### src/rtl/rcfg_pkg.sv
package rcfg_pkg;

  typedef enum logic [2:0] {
    MS_OFF  = 3'd0,
    MS_WAIT = 3'd1,
    MS_LOAD = 3'd2,
    MS_IDLE = 3'd3,
    MS_RUN  = 3'd4
  } mod_st_e;

  // cycles a load occupies: image words times clock ratio plus overhead
  function automatic int unsigned load_cycles(input int unsigned bits,
                                              input int unsigned port_w,
                                              input int unsigned div,
                                              input int unsigned extra);
    return ((bits + port_w - 1) / port_w) * div + extra;
  endfunction

  // index of the lowest set bit, zero when none
  function automatic int unsigned first_set(input logic [31:0] v);
    int unsigned r;
    r = 0;
    for (int i = 31; i >= 0; i--) begin
      if (v[i]) r = i;
    end
    return r;
  endfunction

endpackage

### src/rtl/rcfg_load_timer.sv
module rcfg_load_timer #(
  parameter int unsigned LOAD_CYC = 16
) (
  input  logic clk,
  input  logic rst_n,
  input  logic start_i,
  output logic busy_o,
  output logic expire_o
);
  localparam int unsigned CNT_W = $clog2(LOAD_CYC + 1);

  logic [CNT_W-1:0] cnt_q;
  logic             busy_q;

  always_ff @(posedge clk) begin
    if (!rst_n) begin
      busy_q <= 1'b0;
      cnt_q  <= '0;
    end else if (start_i && !busy_q) begin
      busy_q <= 1'b1;
      cnt_q  <= CNT_W'(LOAD_CYC - 1);
    end else if (busy_q) begin
      if (cnt_q == '0) busy_q <= 1'b0;
      else             cnt_q  <= cnt_q - 1'b1;
    end
  end

  assign busy_o   = busy_q;
  assign expire_o = busy_q && (cnt_q == '0);
endmodule

### src/rtl/rcfg_wait_fifo.sv
module rcfg_wait_fifo #(
  parameter int unsigned DEPTH = 4,
  parameter int unsigned W     = 2
) (
  input  logic         clk,
  input  logic         rst_n,
  input  logic         push_i,
  input  logic [W-1:0] din_i,
  input  logic         pop_i,
  output logic [W-1:0] dout_o,
  output logic         empty_o,
  output logic         full_o
);
  localparam int unsigned PTR_W = (DEPTH > 1) ? $clog2(DEPTH) : 1;
  localparam int unsigned CNT_W = $clog2(DEPTH + 1);

  logic [W-1:0]     mem_q [DEPTH];
  logic [PTR_W-1:0] wptr_q, rptr_q;
  logic [CNT_W-1:0] cnt_q;

  function automatic logic [PTR_W-1:0] nxt(input logic [PTR_W-1:0] p);
    return (p == PTR_W'(DEPTH - 1)) ? '0 : p + 1'b1;
  endfunction

  always_ff @(posedge clk) begin
    if (!rst_n) begin
      wptr_q <= '0;
      rptr_q <= '0;
      cnt_q  <= '0;
    end else begin
      if (push_i) begin
        mem_q[wptr_q] <= din_i;
        wptr_q        <= nxt(wptr_q);
      end
      if (pop_i) rptr_q <= nxt(rptr_q);
      if (push_i && !pop_i)      cnt_q <= cnt_q + 1'b1;
      else if (pop_i && !push_i) cnt_q <= cnt_q - 1'b1;
    end
  end

  assign dout_o  = mem_q[rptr_q];
  assign empty_o = (cnt_q == '0);
  assign full_o  = (cnt_q == CNT_W'(DEPTH));
endmodule

### src/rtl/rcfg_req_hold.sv
module rcfg_req_hold #(
  parameter int unsigned NUM_MODS = 4,
  parameter int unsigned ADDR_W   = 16,
  parameter int unsigned DATA_W   = 32
) (
  input  logic                       clk,
  input  logic                       rst_n,
  input  logic                       req_valid_i,
  input  logic [ADDR_W-1:0]          req_addr_i,
  input  logic [DATA_W-1:0]          req_data_i,
  output logic                       req_ready_o,
  input  logic [NUM_MODS-1:0]        clr_i,
  output logic [NUM_MODS-1:0]        hold_v_o,
  output logic [NUM_MODS*ADDR_W-1:0] slot_addr_o,
  output logic [NUM_MODS*DATA_W-1:0] slot_data_o
);
  localparam int unsigned IDX_W = $clog2(NUM_MODS);

  logic [IDX_W-1:0]    tgt;
  logic [NUM_MODS-1:0] hold_q;

  assign tgt         = req_addr_i[ADDR_W-1 -: IDX_W];
  assign req_ready_o = !hold_q[tgt];
  assign hold_v_o    = hold_q;

  for (genvar g = 0; g < NUM_MODS; g++) begin : g_slot
    logic take;
    assign take = req_valid_i && req_ready_o && (tgt == IDX_W'(g));
    always_ff @(posedge clk) begin
      if (!rst_n) begin
        hold_q[g] <= 1'b0;
      end else if (take) begin
        hold_q[g]                          <= 1'b1;
        slot_addr_o[g*ADDR_W +: ADDR_W]    <= req_addr_i;
        slot_data_o[g*DATA_W +: DATA_W]    <= req_data_i;
      end else if (clr_i[g]) begin
        hold_q[g] <= 1'b0;
      end
    end
  end
endmodule

### src/rtl/rcfg_ctx_sched.sv
module rcfg_ctx_sched #(
  parameter int unsigned NUM_MODS    = 4,
  parameter int unsigned ADDR_W      = 16,
  parameter int unsigned DATA_W      = 32,
  parameter int unsigned CFG_BITS    = 4096,
  parameter int unsigned PORT_W      = 16,
  parameter int unsigned CFG_CLK_DIV = 2,
  parameter int unsigned EXTRA_CYC   = 8,
  parameter int unsigned Q_DEPTH     = 4,
  parameter int unsigned NUM_EVT     = 4,
  parameter logic [NUM_EVT*$clog2(NUM_MODS)-1:0] PF_MAP = 8'b00_11_10_01,
  parameter logic [NUM_EVT-1:0] PF_EN = '1,
  localparam int unsigned EVT_W = $clog2(NUM_EVT)
) (
  input  logic                  clk,
  input  logic                  rst_n,
  input  logic                  req_valid_i,
  input  logic [ADDR_W-1:0]     req_addr_i,
  input  logic [DATA_W-1:0]     req_data_i,
  output logic                  req_ready_o,
  output logic                  disp_valid_o,
  output logic [NUM_MODS-1:0]   disp_sel_o,
  output logic [ADDR_W-1:0]     disp_addr_o,
  output logic [DATA_W-1:0]     disp_data_o,
  input  logic [NUM_MODS-1:0]   done_i,
  input  logic                  pf_valid_i,
  input  logic [EVT_W-1:0]      pf_evt_i,
  output logic [3*NUM_MODS-1:0] mod_state_o,
  output logic                  loading_o,
  output logic [NUM_MODS-1:0]   resident_o,
  output logic [NUM_MODS-1:0]   flush_evt_o,
  output logic                  q_ovf_o
);
  import rcfg_pkg::*;

  localparam int unsigned IDX_W    = $clog2(NUM_MODS);
  localparam int unsigned LOAD_CYC = load_cycles(CFG_BITS, PORT_W, CFG_CLK_DIV, EXTRA_CYC);

  mod_st_e st_q [NUM_MODS];
  mod_st_e st_d [NUM_MODS];

  logic [NUM_MODS-1:0] is_off, is_idle, is_run;
  logic [NUM_MODS-1:0] hold_v, disp_vec, pend_vec, clr_vec;
  logic [NUM_MODS*ADDR_W-1:0] slot_addr;
  logic [NUM_MODS*DATA_W-1:0] slot_data;

  logic             disp_any, pend_any, free, start, pop, push, ovf_set;
  logic             q_empty, q_full, q_room, pf_ok;
  logic             ld_busy, ld_expire;
  logic [IDX_W-1:0] disp_idx, pend_idx, start_idx, q_head, pf_mod, ld_idx_q;

  rcfg_req_hold #(.NUM_MODS(NUM_MODS), .ADDR_W(ADDR_W), .DATA_W(DATA_W)) u_hold (
    .clk(clk), .rst_n(rst_n),
    .req_valid_i(req_valid_i), .req_addr_i(req_addr_i), .req_data_i(req_data_i),
    .req_ready_o(req_ready_o), .clr_i(clr_vec), .hold_v_o(hold_v),
    .slot_addr_o(slot_addr), .slot_data_o(slot_data)
  );

  rcfg_wait_fifo #(.DEPTH(Q_DEPTH), .W(IDX_W)) u_queue (
    .clk(clk), .rst_n(rst_n), .push_i(push), .din_i(pend_idx), .pop_i(pop),
    .dout_o(q_head), .empty_o(q_empty), .full_o(q_full)
  );

  rcfg_load_timer #(.LOAD_CYC(LOAD_CYC)) u_timer (
    .clk(clk), .rst_n(rst_n), .start_i(start), .busy_o(ld_busy), .expire_o(ld_expire)
  );

  // state classification
  always_comb begin
    for (int i = 0; i < NUM_MODS; i++) begin
      is_off[i]  = (st_q[i] == MS_OFF);
      is_idle[i] = (st_q[i] == MS_IDLE);
      is_run[i]  = (st_q[i] == MS_RUN);
      mod_state_o[3*i +: 3] = st_q[i];
    end
  end

  // scheduling decision for this cycle
  always_comb begin
    disp_vec = hold_v & is_idle;
    disp_any = |disp_vec;
    disp_idx = IDX_W'(first_set(32'(disp_vec)));
    pend_vec = hold_v & is_off;
    pend_any = |pend_vec;
    pend_idx = IDX_W'(first_set(32'(pend_vec)));
    free     = !(|is_run) && !ld_busy && !disp_any;
    pf_mod   = PF_MAP[pf_evt_i*IDX_W +: IDX_W];
    pf_ok    = pf_valid_i && PF_EN[pf_evt_i] && is_off[pf_mod];

    start = 1'b0; pop = 1'b0; push = 1'b0; ovf_set = 1'b0;
    start_idx = '0;
    if (free) begin
      if (!q_empty) begin
        start = 1'b1; pop = 1'b1; start_idx = q_head;
      end else if (pend_any) begin
        start = 1'b1; start_idx = pend_idx;
      end else if (pf_ok) begin
        start = 1'b1; start_idx = pf_mod;
      end
    end
    q_room = !q_full || pop;
    if (pend_any && !(free && q_empty)) begin
      if (q_room) push    = 1'b1;
      else        ovf_set = 1'b1;
    end
    clr_vec = disp_any ? (NUM_MODS'(1) << disp_idx) : '0;
  end

  always_comb begin
    for (int i = 0; i < NUM_MODS; i++) begin
      st_d[i] = st_q[i];
      if (is_run[i] && done_i[i])                    st_d[i] = MS_IDLE;
      if (disp_any && disp_idx == IDX_W'(i))         st_d[i] = MS_RUN;
      if (start && is_idle[i])                       st_d[i] = MS_OFF;
      if (start && start_idx == IDX_W'(i))           st_d[i] = MS_LOAD;
      if (push && pend_idx == IDX_W'(i))             st_d[i] = MS_WAIT;
      if (ld_expire && ld_idx_q == IDX_W'(i))        st_d[i] = MS_IDLE;
    end
  end

  always_ff @(posedge clk) begin
    if (!rst_n) begin
      for (int i = 0; i < NUM_MODS; i++) st_q[i] <= MS_OFF;
      ld_idx_q     <= '0;
      disp_valid_o <= 1'b0;
      disp_sel_o   <= '0;
      disp_addr_o  <= '0;
      disp_data_o  <= '0;
      flush_evt_o  <= '0;
      q_ovf_o      <= 1'b0;
    end else begin
      for (int i = 0; i < NUM_MODS; i++) st_q[i] <= st_d[i];
      if (start) ld_idx_q <= start_idx;
      disp_valid_o <= disp_any;
      disp_sel_o   <= clr_vec;
      if (disp_any) begin
        disp_addr_o <= slot_addr[disp_idx*ADDR_W +: ADDR_W];
        disp_data_o <= slot_data[disp_idx*DATA_W +: DATA_W];
      end
      flush_evt_o <= start ? is_idle : '0;
      if (ovf_set) q_ovf_o <= 1'b1;
    end
  end

  assign loading_o  = ld_busy;
  assign resident_o = is_idle | is_run;
endmodule

### config.mk
export PLATFORM = sky130hd
export DESIGN_NAME = rcfg_ctx_sched
export DESIGN_NICKNAME = d
export VERILOG_FILES = /design/src/rtl/rcfg_pkg.sv /design/src/rtl/rcfg_load_timer.sv /design/src/rtl/rcfg_wait_fifo.sv /design/src/rtl/rcfg_req_hold.sv /design/src/rtl/rcfg_ctx_sched.sv
export SDC_FILE = /design/constraint.sdc
export NUM_CORES = 1
export LEC_CHECK = 0
export ABC_AREA = 1
export CAP_MARGIN = 20
export CORE_MARGIN = 4
export CORE_UTILIZATION = 35
export CTS_CLUSTER_SIZE = 40
export DETAILED_ROUTE_END_ITERATION = 8
export GPL_TIMING_DRIVEN = 1
export PLACE_DENSITY = 0.6
export SLEW_MARGIN = 10
export SYNTH_ARGS = -nofsm -noshare
export SYNTH_HDL_FRONTEND = slang
export SYNTH_HIERARCHICAL = 1
export SYNTH_SLANG_ARGS = --single-unit
### constraint.sdc
create_clock -name clk -period 2.6 [get_ports clk]
set_input_delay 0.26 -clock clk [delete_from_list [all_inputs] [get_ports clk]]
set_output_delay 0.26 -clock clk [all_outputs]
set_load 0.02 [all_outputs]
==> results.py, run 1 <==
metrics = {
    "grt": {
        "grt-busiest-layer": "met2",
        "grt_use_met2_pct": 25.5,
        "grtUsageTotal_pct": 15.3,
        "use_met1_pct": 20.2,
        "grt_pass1_vias": 8473,
        "grt_max_degree": 97,
        "grt_overflow": 0,
        "grt_pass1_wl_mm": 47.0,
        "use_met3_pct": 3.35,
        "antenna_found_initial": 2,
    },
    "cts": {
        "ctsResizeCount": 0,
        "clk_pin_slew_ps": 60,
        "root_buffer": "clkbuf_16",
        "clk_latency_ps": 570,
        "cts_made_buffers": 31,
        "htree_levels": 1,
        "cts_tree": "yes",
        "post-cts-setup-buffer-count": 0,
        "cts_hold_buffers": 0,
        "clock-sinks": 296,
        "cts_buffer_depth": 3,
    },
    "timing": {
        "worst_slew_pin_slew_ps": 785,
        "fmax_ghz": 0.420,
        "post-route-period-util_pct": 91.6,
        "setup_viol": 0,
        "rsz0062_at_grt": "false",
        "final.min_clock_period_ps": 2380,
        "clock_skew_ps": 14.7,
        "maxSlewHeadroom_pct": 47.7,
        "hold_viol": 0,
        "slew_viol_final": 0,
        "fin_setup_tns_ps": 0,
    },
    "run_status": {
        "outcome": "completed",
    },
    "yosys": {
        "ys_ff_latch": 296,
        "yosysMostFrequentCell": "edfxtp_1",
        "synth_warnings": 6,
        "avgSynthCellArea_sq_um": 10.3,
        "synth_cells": 1190,
        "synth_top_area_share_pct": 49.1,
        "synth-seq-area-share_pct": 64.8,
        "syn_area_sq_um": 12200,
        "synth_top_cells_by_count": "200 x edfxtp_1, 169 x inv_1, 154 x nor2_1",
        "synth_cell_types": 38,
        "yosysTopAreaCell": "edfxtp_1",
        "yosys-top-cells-area": "edfxtp_1 49%, dfxtp_1 16%, inv_1 5.2%, o21ai_0 4.8%, nor2_1 4.7%",
        "synth_edf_count": 200,
        "async_flop_share_pct": 0,
        "ys.flop_type": "edfxtp_1",
        "synth_nets": 1259,
    },
    "worst_setup_path": {
        "start_kind": "register",
        "worstPathArrival_ps": 2120,
        "worstPathRequired_ps": 2340,
        "crit_type": "register to output pin",
        "cp_max_fo": 5,
        "end_kind": "output pin",
    },
    "routing": {
        "avgViaCountPerCell": 4.76,
        "postRouteWirelength_mm": 29.8,
        "antenna_left": 0,
        "vias": 8626,
        "first_iter_violations": 629,
        "wl_per_cell_um": 16.4,
        "dr.pass1.iters": 7,
        "drcViolationCount": 0,
    },
    "power": {
        "ir_drop_v": 0.000529,
        "power_density_nw_per_um2": 803,
        "p_leak_nw": 5.90,
        "finalPower_mw": 12.2,
    },
    "final_layout": {
        "fin_nets": 1402,
        "drive_gt1_share_pct": 10.1,
        "syn_to_final_growth_pct": 24.2,
    },
    "die": {
        "dieArea_sq_um": 38000,
        "die_x_um": 195,
        "coreArea_sq_um": 34500,
        "num_rows": 68,
        "ios": 134,
        "start_util_pct": 35.4,
        "die_h_um": 195,
    },
    "placed_design": {
        "io_buffers": 133,
        "gp_congestion": 0.924,
        "place_hpwl_mm": 18.7,
    },
    "flow_run": {
        "cap_violations": 0,
    },
    "min_path": {
        "hold_path_class": "primary input to register",
    },
}
[worst paths after layout]
path	startpoint	endpoint	slack (ps)	cells after the start
worst max-delay path	st_q[0][0]	resident_o[0]	220	5
worst min-delay path	req_addr_i[9]	u_hold/slot_addr_o[25]	330	1
worst max register to register	st_q[0][0]	u_queue/cnt_q[2]	240	16
worst min register to register	u_timer/cnt_q[4]	u_timer/cnt_q[4]	490	2
[cell usage in the layout (no fill, tap or decap), types with 9 or more instances in the layout]
| master | Yosys | final |
|---|---|---|
| ha_1 | 10 | 10 |
| nand3_1 | 36 | 36 |
| o21ai_0 | 117 | 117 |
| a21oi_1 | 73 | 73 |
| edfxtp_1 | 200 | 200 |
| clkinv_2 | 0 | 9 |
| clkbuf_1 | 30 | 10 |
| clkdlybuf4s50_1 | 0 | 133 |
| nor2_1 | 154 | 154 |
| inv_2 | 20 | 25 |
| nand2_1 | 89 | 89 |
| buf_4 | 5 | 17 |
| nand2_2 | 13 | 12 |
| o21ai_1 | 41 | 41 |
| inv_1 | 169 | 164 |
| o22ai_1 | 50 | 50 |
| nand4_1 | 14 | 14 |
| dfxtp_1 | 96 | 96 |
| clkbuf_16 | 0 | 31 |
| nor3_1 | 15 | 15 |
[flip-flops by register name (all words and copies together), names as in the netlist, 2 cells and up, named ones only]
register,cells
u_hold/slot_data_o,128
u_hold/slot_addr_o,64
ld_idx_q,2
st_q,12
u_timer/cnt_q,10
u_queue/wptr_q,2
u_queue/mem_q,8
u_queue/rptr_q,2
u_hold/hold_v_o,4
u_queue/cnt_q,3
disp_data_o,32
disp_addr_o,16
flush_evt_o,4
disp_sel_o,4
[final cells by class]
cell class / count / area, sq um
inverters: 190 / 716
clock inverters: 15 / 140
fillers: 3289 / 19400
multi-input cells: 656 / 3380
diodes: 1 / 2.50
repair buffers: 158 / 1620
well taps: 455 / 569
clock buffers: 42 / 827
flip-flops and latches: 296 / 7930
[metrics by stage]
step | util, % | area [sq um] | instances | hold WS, ps | setup slack [ps]
6_report | 44.0 | 15200 | 1813 | 327 | 218
5_1_grt | 44.0 | 15200 | 1813 | 308 | 45.5
4_1_cts | 44.0 | 15200 | 1812 | 296 | 208
3_5_place_dp | 41.2 | 14200 | 1755 | 481 | 157
3_3_place_gp | 41.2 | 14200 | 1755 | 469 | 223
2_1_floorplan | - | 12200 | 1190 | 358 | 282
[per-layer routing]
| metal | wire length [um] | vias up | share of wire, % |
|---|---|---|---|
| li1 | - | 4333 | - |
| met1 | 13400 | 4040 | 45 |
| met2 | 13900 | 191 | 47 |
| met3 | 1670 | 60 | 5.6 |
| met4 | 822 | 2 | 2.8 |
| met5 | 12 | - | 0.040 |
[report_power, final]
| group | internal [mW] | total [mW] | switching [mW] |
|---|---|---|---|
| clock | 2.43 | 4.22 | 1.79 |
| combinational | 0.904 | 2.45 | 1.55 |
| sequential | 5.31 | 5.53 | 0.222 |
[worst max-delay path, cell delays in order (launching register included)]
cell             delay, ps
dfxtp_1                460
inv_1                   70
nor3_1                 250
inv_1                   70
nand2_1                100
clkdlybuf4s50_1        620
[cells by family after synthesis]
kind of cell | after synthesis | share of synthesized area, %
simple gates | 350 | 13.4
xor+xnor | 8 | 0.573
flops | 296 | 64.8
compound gates | 287 | 12.4
fa+ha+maj | 11 | 1.19
buf+inv | 238 | 7.59
Note: power is estimated with default switching activity, not from simulation.
==> inputs of run 2 (changes only) <==
Settings changed: TNS_END_PERCENT set to 20.
==> results of run 2 <==
No change in the layout: final DEF, timing and power equal those of run 1.
==> inputs of run 3 (changes only) <==
Settings changed: CTS_CLUSTER_DIAMETER set to 100, PLACE_DENSITY 0.6 to unset.
==> run 3 against run 2 <==
Compared with the run above:
- sequential power is essentially flat
- clock skew grew 20 ps
- cell area shrank 3.4%
- non-clock buffer count is the same
- clock-buffer cell count shrank 28
- combinational power is essentially flat
- wire length shrank 3.0%
- worst hold slack gained 38 ps
- die area is the same
- setup slack lost 7.7 ps
- first-iteration DRC count shrank 9.4%
- critical path depth grew 7
==> results.py, run 3 (synthesis gave the netlist of run 1 again) <==
metrics = {
    "grt": {
        "antenna_found_initial": 2,
        "grt_max_degree": 97,
        "grt_overflow": 0,
        "grt_pass1_vias": 8233,
        "grtUsageTotal_pct": 14.9,
        "grt_pass1_wl_mm": 45.7,
    },
    "routing": {
        "vias": 8487,
        "avgViaCountPerCell": 4.78,
        "antenna_left": 0,
        "dr.pass1.iters": 5,
        "wl_per_cell_um": 16.3,
        "postRouteWirelength_mm": 28.9,
        "drcViolationCount": 0,
        "first_iter_violations": 570,
    },
    "power": {
        "switching_share_pct": 31.4,
        "p_int_mw": 7.23,
        "power_density_nw_per_um2": 719,
        "p_leak_nw": 5.63,
        "clkPwrFrac_pct": 24.5,
        "switchingPower_mw": 3.32,
        "ir_drop_v": 0.000381,
        "combPwrFrac_pct": 23.2,
        "pwr-share-seq_pct": 52.3,
    },
    "cts": {
        "cts_hold_buffers": 0,
        "cts_tree": "yes",
        "ctsResizeCount": 0,
        "root_buffer": "clkbuf_16",
        "cts_made_buffers": 13,
        "post-cts-setup-buffer-count": 0,
        "clk_pin_slew_ps": 130,
        "clock-sinks": 296,
        "clk_latency_ps": 520,
        "cts_buffer_depth": 3,
        "htree_levels": 1,
    },
    "die": {
        "num_rows": 68,
        "ios": 134,
        "die_x_um": 195,
        "dieArea_sq_um": 38000,
        "die_h_um": 195,
        "coreArea_sq_um": 34500,
        "start_util_pct": 35.4,
    },
    "placed_design": {
        "dp_slack_ps": 157,
        "gp_congestion": 0.924,
        "dp.cells": 1755,
        "placedInstanceArea_sq_um": 14200,
        "io_buffers": 133,
        "place_hpwl_mm": 18.7,
    },
    "timing": {
        "setup_slack_ps": 210,
        "setup_viol": 0,
        "slew_viol_final": 0,
        "rsz0062_at_grt": "false",
        "post-route-period-util_pct": 91.9,
        "fin_setup_tns_ps": 0,
        "hold_viol": 0,
        "maxSlewHeadroom_pct": 48.6,
        "worst_slew_pin_slew_ps": 770,
        "final.min_clock_period_ps": 2390,
        "fmax_ghz": 0.418,
        "clock_skew_ps": 34.7,
    },
    "final_layout": {
        "largest_reg_flops": 128,
        "reg_top3": "u_hold/slot_data_o x128, u_hold/slot_addr_o x64, disp_data_o x32",
        "instances_no_fill": 1777,
        "largest_register": "u_hold/slot_data_o",
        "syn_to_final_growth_pct": 20.0,
        "fin_nets": 1384,
        "final_common_cell": "edfxtp_1",
        "fin_area_sq_um": 14700,
        "drive_gt1_share_pct": 8.48,
        "mostFrequentLayoutCells": "200 x edfxtp_1, 164 x inv_1, 154 x nor2_1, 133 x clkdlybuf4s50_1, 117 x o21ai_0",
    },
    "min_path": {
        "hold_path_class": "primary input to register",
        "min_from": "req_data_i[3]",
    },
    "run_status": {
        "outcome": "completed",
    },
    "worst_setup_path": {
        "worstPathRequired_ps": 2990,
        "start_kind": "register",
        "worstPathCellList": "nor2_2 > nand2_1 > nand3_1 > nor2_4 > nand3_1 > nand2_1 > nor2_4 > ha_1 > inv_1 > fa_1 > o21ai_0 > nor2_1",
        "worstSetupStartpoint": "st_q[0][0]",
        "crit_type": "register to register",
        "cp_max_fo": 5,
        "end_kind": "register",
        "max_stage_delay_ps": 480,
        "rr_startpoint": "st_q[0][0]",
        "worstPathArrival_ps": 2780,
        "crit_slowest_cell": "dfxtp_1",
    },
    "flow_run": {
        "cap_violations": 0,
    },
}
## run 3: cell type report
class	instances	area [sq um]
fillers	3326	19900
clock buffers	14	329
multi-input cells	656	3380
flip-flops and latches	296	7930
inverters	190	716
repair buffers	158	1620
clock inverters	7	125
diodes	1	2.50
well taps	455	569
## run 3: final timing paths
kind | end | slack, ps | cells after the start
min reg2reg | u_timer/cnt_q[4] | 490 | 2
max reg2reg | u_queue/cnt_q[1] | 210 | 12
min | u_hold/slot_data_o[3] | 360 | 1
max | u_queue/cnt_q[1] | 210 | 12
## run 3: power by group through the flow
stage	clock [mW]	combinational [mW]	sequential, mW
2_1_floorplan	0	1.60	5.68
3_3_place_gp	0	2.40	5.62
3_5_place_dp	0	2.43	5.63
4_1_cts	2.71	2.45	5.52
5_1_grt	2.87	2.75	5.56
6_report	2.58	2.45	5.52
## run 3: through the flow
step	utilization [%]	hold WS, ps	power, mW
after floorplan	-	358	7.29
after global placement	41.2	469	8.02
after detailed placement	41.2	481	8.06
after CTS	42.5	331	10.7
after global routing	42.5	344	11.2
final	42.5	365	10.5
## run 3: routing by layer
metal | global-route usage [%] | vias to the layer above | part of all wire, %
li1 | - | 4273 | -
met1 | 19.9 | 4015 | 45
met2 | 25.1 | 159 | 47
met3 | 2.62 | 38 | 4.4
met4 | 3.83 | 2 | 2.8
met5 | 0 | - | 0.041
## run 3: critical path: cells and delay by family (launching register included)
kind	cells	cell delay, ps
AOI/OAI and AO/OA	1	180
adders and majority gates	2	630
buffers and inverters	1	80
DFF	1	480
and+or+nand+nor	8	910
